**config.mk**
```make
export PLATFORM = sky130hd
export DESIGN_NAME = seq_mul
export DESIGN_NICKNAME = d
export VERILOG_FILES = /design/src/rtl/seq_mul.sv
export SDC_FILE = /design/constraint.sdc
export NUM_CORES = 1
export LEC_CHECK = 0
export BUFFER_PORTS_ARGS = -buffer_cell sky130_fd_sc_hd__buf_2
export CORE_MARGIN = 4
export CORE_UTILIZATION = 57
export CTS_CLUSTER_DIAMETER = 80
export DETAILED_ROUTE_END_ITERATION = 10
export PLACE_DENSITY = 0.76
export SYNTH_ARGS = -nofsm -noshare
export SYNTH_HDL_FRONTEND = slang
export SYNTH_SLANG_ARGS = --single-unit
```
**constraint.sdc**
```tcl
create_clock -name clk -period 6.2 [get_ports clk]
set_clock_uncertainty 0.15 [all_clocks]
set_input_delay 0.31 -clock clk [delete_from_list [all_inputs] [get_ports clk]]
set_output_delay 0.31 -clock clk [all_outputs]
set_load 0.02 [all_outputs]
```
**src/rtl/seq_mul.sv**
```systemverilog
module seq_mul #(
  parameter int W = 32
) (
  input  logic         clk,
  input  logic         rst_n,
  input  logic         start,
  input  logic         signed_mode,
  input  logic [W-1:0] mcand_in,
  input  logic [W-1:0] mplier_in,
  output logic         busy,
  output logic         done,
  output logic [W-1:0] prod_hi,
  output logic [W-1:0] prod_lo
);
  localparam int CW = $clog2(W + 1);

  logic [W-1:0]   mcand;
  logic [2*W-1:0] prod;
  logic [CW-1:0]  step;
  logic           neg;

  wire         a_neg  = signed_mode & mcand_in[W-1];
  wire         b_neg  = signed_mode & mplier_in[W-1];
  wire [W-1:0] a_mag  = a_neg ? (~mcand_in + 1'b1) : mcand_in;
  wire [W-1:0] b_mag  = b_neg ? (~mplier_in + 1'b1) : mplier_in;
  wire [W-1:0] addend = prod[0] ? mcand : {W{1'b0}};
  wire [W:0]   sum    = {1'b0, prod[2*W-1:W]} + {1'b0, addend};
  wire [2*W-1:0] shifted = {sum, prod[W-1:1]};
  wire         last   = (step == CW'(W - 1));

  assign prod_hi = prod[2*W-1:W];
  assign prod_lo = prod[W-1:0];

  always_ff @(posedge clk or negedge rst_n) begin
    if (!rst_n) begin
      mcand <= '0;
      prod  <= '0;
      step  <= '0;
      neg   <= 1'b0;
      busy  <= 1'b0;
      done  <= 1'b0;
    end else begin
      done <= 1'b0;
      if (!busy && start) begin
        mcand <= a_mag;
        prod  <= {{W{1'b0}}, b_mag};
        neg   <= a_neg ^ b_neg;
        step  <= '0;
        busy  <= 1'b1;
      end else if (busy) begin
        prod <= (last && neg) ? (~shifted + 1'b1) : shifted;
        step <= step + 1'b1;
        if (last) begin
          busy <= 1'b0;
          done <= 1'b1;
        end
      end
    end
  end
endmodule

```
==> flow_metrics.py, run 1 <==
metrics = {
    "sta": {
        "tightest_slew_ns": 1.11,
        "postLayoutSetupSlackWorst_ns": 1.61,
        "slew_headroom_pct": 25.1,
        "holdWs_ns": 0.0943,
        "final-setup-viol-count": 0,
        "report.final.slew_viol_count": 0,
        "setup_tns_ns": 0,
        "rsz0062_at_grt": "false",
        "fin_crit_ns": 4.59,
        "hold_viol": 0,
        "max_freq_mhz": 218,
        "finalCritPeriodShare_pct": 74.0,
    },
    "route": {
        "highest_layer": "met5",
        "vias": 9415,
        "post-route-drc-count": 0,
        "drt_pre_antenna_iters": 5,
        "wl_met2_um": 13000,
        "wl_met3_um": 2010,
        "met1_length_um": 12100,
        "ant_nets": 0,
        "viasPerCell": 6.16,
        "wl_um": 28200,
        "wl_per_cell_um": 18.5,
        "drtIter0Drc": 976,
    },
    "worst_setup_path": {
        "cp-start-kind": "flop",
        "cp_slowest_cell": "dfrtp_1",
        "rr_startpoint": "prod[0]",
        "worstSetupPathType": "flop to flop",
        "r2r_cells": 12,
        "required_ns": 6.35,
        "crit_path_start": "prod[0]",
        "slowest_delay_ns": 0.72,
        "path_cells": "and2_1 > ha_1 > fa_1 > a211oi_2 > o211ai_1 > a21oi_1 > xnor2_1 > or4b_4 > nor3_4 > nand4_1 > or4_1 > nand3_1",
        "endpoint_kind": "flop",
        "arrival_ns": 4.74,
        "crit_fanout": 34,
    },
    "finish": {
        "layout-drive-gt1-share_pct": 14.0,
        "final_cell_count_no_fill": 1528,
        "nNetsFinal": 1412,
        "diodes": 0,
        "fillers": 1414,
        "area_growth_pct": 12.0,
    },
    "placement": {
        "place_ws_ns": 1.68,
        "place_congestion": 0.984,
        "placed_cells": 1511,
        "hpwl_um": 21500,
        "portBuffers": 133,
    },
    "floorplan": {
        "initial_core_util_pct": 58.4,
        "core_area_um2": 15900,
        "rows": 46,
        "die_h_um": 136,
        "dieArea_um2": 18400,
        "die_x_um": 136,
        "io_pins": 134,
    },
    "logic_synthesis": {
        "syn_area_um2": 9270,
        "synth_top_cell_area_share_pct": 28.3,
        "synth.distinct_cells": 70,
        "syn_inst": 1212,
        "synthesis.nets": 1317,
        "synth_async_sr_flop_share_pct": 100,
        "synth_seq_cells": 105,
        "synth_top_area_cell": "dfrtp_1",
        "synth_flop_cell": "dfrtp_1",
        "syn_avg_cell_area_um2": 7.65,
        "yosys_warnings": 0,
        "post_synth_main_area_contributors": "dfrtp_1 (28%), nand2_1 (7.0%), o21ai_0 (6.5%)",
        "ys_seq_area_share_pct": 28.3,
        "synth_edf_count": 0,
    },
    "clocking": {
        "cts_tree": "yes",
        "max-clock-path-buffers": 2,
        "path_clk_slew_ns": 0.08,
        "numCtsBuffers": 9,
        "cts_root_buf": "clkbuf_16",
        "postCtsSetupBuffers": 0,
        "insertion_delay_ns": 0.36,
        "htree_levels": 3,
        "cts_sinks": 105,
    },
    "global_routing": {
        "grtUsageTotal_pct": 31.1,
        "grt_pass1_vias": 8915,
        "grt_start_max_net_pins": 75,
        "antenna_found_initial": 1,
        "grt.overflow.total": 0,
        "grt_pass1_wl_um": 45800,
    },
    "power_and_ir_drop": {
        "power_mw": 5.27,
        "p_leak_nw": 4.47,
        "vdd_drop_max_uv": 196,
        "power_density_nw_per_um2": 507,
    },
    "run_status": {
        "status": "completed",
    },
    "min_path": {
        "hold_depth": 3,
        "worstHoldStart": "mcand_in[29]",
        "hold_class": "input pin to flop",
    },
    "job": {
        "drv_cap": 0,
    },
}
==> path summary, 6_finish.rpt <==
check,slack (ns),to
min,0.09,mcand[29]
max in group asynchronous,4.27,busy
max reg2reg,1.61,prod[62]
max,1.61,prod[62]
min in group asynchronous,0.26,prod[14]
min reg2reg,0.33,mcand[23]
==> timing repair <==
action | 4_1_cts | 5_1_grt
hold buffers | 1 | 0
hold endpoints to repair | 31 | 0
gates resized for setup | 0 | 0
==> cells in the mapped netlist, types with 8 or more instances <==
cell	number
o21ai_0	121
xnor2_1	60
nor3_1	27
nor2_1	111
nand4_1	17
and2_1	43
inv_1	17
clkbuf_1	55
nand3_1	20
xor2_1	65
a31oi_1	15
or4_1	9
o31ai_1	18
mux2i_1	15
or3_1	12
o211ai_1	13
a211oi_1	8
ha_1	36
nor4_1	26
and3_1	9
a21oi_1	94
o21ai_1	23
and4_1	8
dfrtp_1	105
nand2_1	173
==> placed cells by master, fill, tap and decap left out, types with 4 or more instances in the layout <==
master     synthesis  routed
a211o_1            6       6
a211oi_1           8       8
a21o_1             5       5
a21oi_1           94      94
a22o_1             5       5
a22oi_1            5       5
a31oi_1           15      15
and2_1            43      43
and3_1             9       9
and4_1             8       8
buf_2              0     132
buf_4              0      10
clkbuf_16          0       9
dfrtp_1          105     104
ha_1              36      36
inv_1             17      17
mux2i_1           15      15
nand2_1          173     172
nand2b_1           6       6
nand3_1           20      20
nand4_1           17      17
nor2_1           111     110
nor2b_1            5       5
nor3_1            27      27
nor4_1            26      26
o211ai_1          13      13
o21a_1             5       5
o21ai_0          121     121
o21ai_1           23      23
o2bb2ai_1          4       4
o31ai_1           18      18
o41ai_1            5       5
or2_2              6       6
or3_1             12      12
or4_1              9       9
xnor2_1           60      60
xor2_1            65      65
==> state kept, by name, indices dropped and copies added (netlist names) <==
name   cells
step       6
neg        1
mcand     32
busy       1
done       1
prod      64
==> cell families (layout without fill, tap and decap cells) <==
kind of cell	count (synthesis)	count (layout)	synth area share [%]
buffers and inverters	76	176	3.08
flip-flops	105	105	28.3
XOR/XNOR	125	125	11.8
AO/OA/AOI/OAI	365	365	24.3
adder cells (fa/ha/maj)	37	37	5.07
multiplexers	15	15	1.62
AND/OR/NAND/NOR	489	489	25.8
==> layout make-up <==
cell class	instances	area, µm²	share of cell area (%)
inverters	17	63.8	0.614
flip-flops and latches	105	2630	25.3
repair buffers	143	746	7.18
clock buffers	9	225	2.17
well taps	216	270	2.60
clock inverters	7	87.6	0.843
multi-input cells	1031	6370	61.3
==> per-layer routing <==
layer	vias up	track usage, %
li1	4587	-
met5	-	0
met2	413	49.9
met3	79	5.53
met1	4334	41.5
met4	2	12.9
==> stage by stage <==
| step | instance area [µm²] | util [%] |
|---|---|---|
| 6_report | 10400 | 65.4 |
| 5_1_grt | 10400 | 65.4 |
| 4_1_cts | 10400 | 65.4 |
| 3_5_place_dp | 10100 | 63.4 |
| 3_3_place_gp | 10100 | 63.4 |
| 2_1_floorplan | 9270 | - |
==> where the power goes <==
part	leakage (nW)	internal, mW	switching (mW)
logic	3.03	1.19	2.07
registers	1.29	1.01	0.394
clock network	0.146	0.322	0.292
==> worst max-delay path, delay by kind of cell (launching register included) <==
family | cells | cell delay [ns]
and+or+nand+nor | 6 | 2.06
AOI/OAI and AO/OA | 3 | 0.79
DFF | 1 | 0.72
adders and majority gates | 2 | 0.66
xor gates and xnor gates | 1 | 0.14
Note: power is estimated with default switching activity, not from simulation.
==> inputs of run 2 (changes only) <==
- clock period: 6.2 -> 4.4 ns (I/O delays scaled with it)
==> run 2 against run 1 <==
Against the previous run: flip-flop and latch count stayed put; die area unchanged; cell count is 1.2% higher; critical path type unchanged; largest power group unchanged; sequential share of layout area down 0.30 points; largest cell class unchanged; combinational power grew 45%.
==> flow_metrics.py, run 2 (synthesized netlist as in run 1, its figures left out) <==
metrics = {
    "floorplan": {
        "die_h_um": 136,
        "initial_core_util_pct": 58.4,
        "rows": 46,
        "die_x_um": 136,
        "io_pins": 134,
        "core_area_um2": 15900,
        "dieArea_um2": 18400,
    },
    "global_routing": {
        "antenna_found_initial": 2,
        "grt_use_met1_pct": 40.2,
        "met3_usage_pct": 5.42,
        "grt_pass1_wl_um": 44400,
        "use_met2_pct": 48.1,
        "grt.overflow.total": 0,
        "grt_pass1_vias": 8753,
        "grtUsageTotal_pct": 30.0,
        "grt_start_max_net_pins": 79,
        "grt.busiest_layer": "met2",
    },
    "route": {
        "post-route-drc-count": 0,
        "ant_nets": 0,
        "drt_pre_antenna_iters": 7,
        "wl_um": 27800,
        "drtIter0Drc": 843,
        "viasPerCell": 6.16,
        "wl_per_cell_um": 18.0,
        "vias": 9518,
    },
    "sta": {
        "final-setup-viol-count": 0,
        "tightest_slew_ns": 1.04,
        "report.final.slew_viol_count": 0,
        "max_freq_mhz": 242,
        "holdWs_ns": 0.0167,
        "finalCritPeriodShare_pct": 94.0,
        "fin_crit_ns": 4.14,
        "hold_viol": 0,
        "slew_headroom_pct": 30.6,
    },
    "finish": {
        "layout-drive-gt1-share_pct": 15.4,
        "layout_commonest_cell": "nand2_1",
        "regMostFlops": "prod",
        "utilization_pct": 66.2,
        "largest_reg_flops": 64,
        "diodes": 0,
        "nNetsFinal": 1430,
        "area_growth_pct": 13.4,
        "top_regs": "prod (64), mcand (32), step (6)",
        "most-common-layout-cells": "nand2_1 (172), buf_2 (132), o21ai_0 (121)",
    },
    "power_and_ir_drop": {
        "p_leak_nw": 4.56,
        "comb_power_share_pct": 63.1,
        "power.switching_mw": 3.87,
        "clkPwrFrac_pct": 10.6,
        "intPower_mw": 3.61,
        "seq_power_share_pct": 26.2,
        "power_density_nw_per_um2": 711,
        "vdd_drop_max_uv": 289,
        "swShare_pct": 51.7,
    },
    "clocking": {
        "max-clock-path-buffers": 2,
        "cts_sinks": 105,
        "numCtsBuffers": 9,
        "htree_levels": 3,
        "path_clk_slew_ns": 0.08,
        "cts_root_buf": "clkbuf_16",
        "insertion_delay_ns": 0.36,
        "postCtsSetupBuffers": 0,
        "cts_tree": "yes",
    },
    "worst_setup_path": {
        "crit_fanout": 13,
        "worstSetupPathType": "flop to flop",
        "rr_startpoint": "prod[0]",
        "rrSetupSlack_ns": 0.26,
        "r2r_cells": 12,
        "cp-start-kind": "flop",
        "required_ns": 4.55,
        "timing.rr.end": "prod[62]",
        "arrival_ns": 4.29,
        "endpoint_kind": "flop",
    },
    "min_path": {
        "worstHoldStart": "mcand_in[30]",
        "hold_class": "input pin to flop",
        "hold_depth": 3,
        "holdPathEnd": "mcand[30]",
    },
    "run_status": {
        "status": "completed",
    },
    "placement": {
        "portBuffers": 133,
        "place_congestion": 1.02,
        "hpwl_um": 21600,
    },
    "job": {
        "drv_cap": 0,
    },
}
-- run 2: changes by cell type in the layout (fill, tap and decap cells not counted), moves of 2 or more --
cell and delta:
buf_4 +17, inv_8 +2, a311oi_1 -2, a311oi_2 +2
inv_6 -2, clkinv_4 +2
-- run 2: worst max-delay path by stage --
stage               startpoint       end  slack, ns  depth (start not counted)
finish                 prod[0]  prod[62]       0.26                         12
detailed placement     prod[0]  prod[59]       0.24                         13
floorplan              prod[0]  prod[63]       0.47                         13
CTS                    prod[0]  prod[63]       0.20                         12
global route           prod[0]  prod[63]      -0.03                         12
global placement       prod[0]  prod[59]       0.28                         13
-- run 2: final cells by class --
cell class,instances,area (µm²)
clock buffer,9,225
clock inverter,7,61.3
fill,1447,5370
inverter,17,63.8
multi-input combinational,1031,6380
sequential,105,2630
tap,216,270
timing repair buffer,161,883
-- run 2: repair_timing --
| item | 4_1_cts | 5_1_grt |
|---|---|---|
| endpoints found under the hold margin | 74 | 0 |
| endpoints found under the setup margin | 0 | 6 |
| hold buffers | 2 | 0 |
| resized for setup | 0 | 4 |
-- run 2: critical path, cell delays in order (launching register included) --
cell	delay (ns)
dfrtp_2	0.47
and2_1	0.16
ha_1	0.21
fa_1	0.45
a211oi_2	0.30
o21ai_1	0.23
a21oi_1	0.22
xnor2_1	0.14
or4b_4	0.62
nor3_4	0.35
nand4_1	0.25
or4_1	0.45
nand3_1	0.08
-- run 2: layer usage --
| metal | vias up | routed length, µm |
|---|---|---|
| li1 | 4636 | - |
| met1 | 4413 | 11900 |
| met2 | 392 | 12900 |
| met3 | 73 | 2050 |
| met4 | 4 | 914 |
| met5 | - | 26 |
-- run 2: per-stage QoR --
step / setup slack (ns) / setup TNS (ns) / instances / area (µm²) / power, mW
after floorplan: 0.467 / 0 / 1212 / 9270 / 5.14
after global placement: 0.277 / 0 / 1528 / 10200 / 6.54
after detailed placement: 0.238 / 0 / 1528 / 10200 / 6.57
after CTS: 0.202 / 0 / 1546 / 10500 / 7.39
after global routing: -0.0251 / -0.0251 / 1546 / 10500 / 8.03
final: 0.262 / 0 / 1546 / 10500 / 7.47
-- run 2: power groups by stage --
stage	logic, mW	registers, mW	clock network [mW]
after floorplan	3.00	2.14	0
after global placement	4.57	1.97	0
after detailed placement	4.61	1.96	0
after CTS	4.63	1.95	0.812
after global routing	5.16	2.02	0.852
final	4.72	1.96	0.796
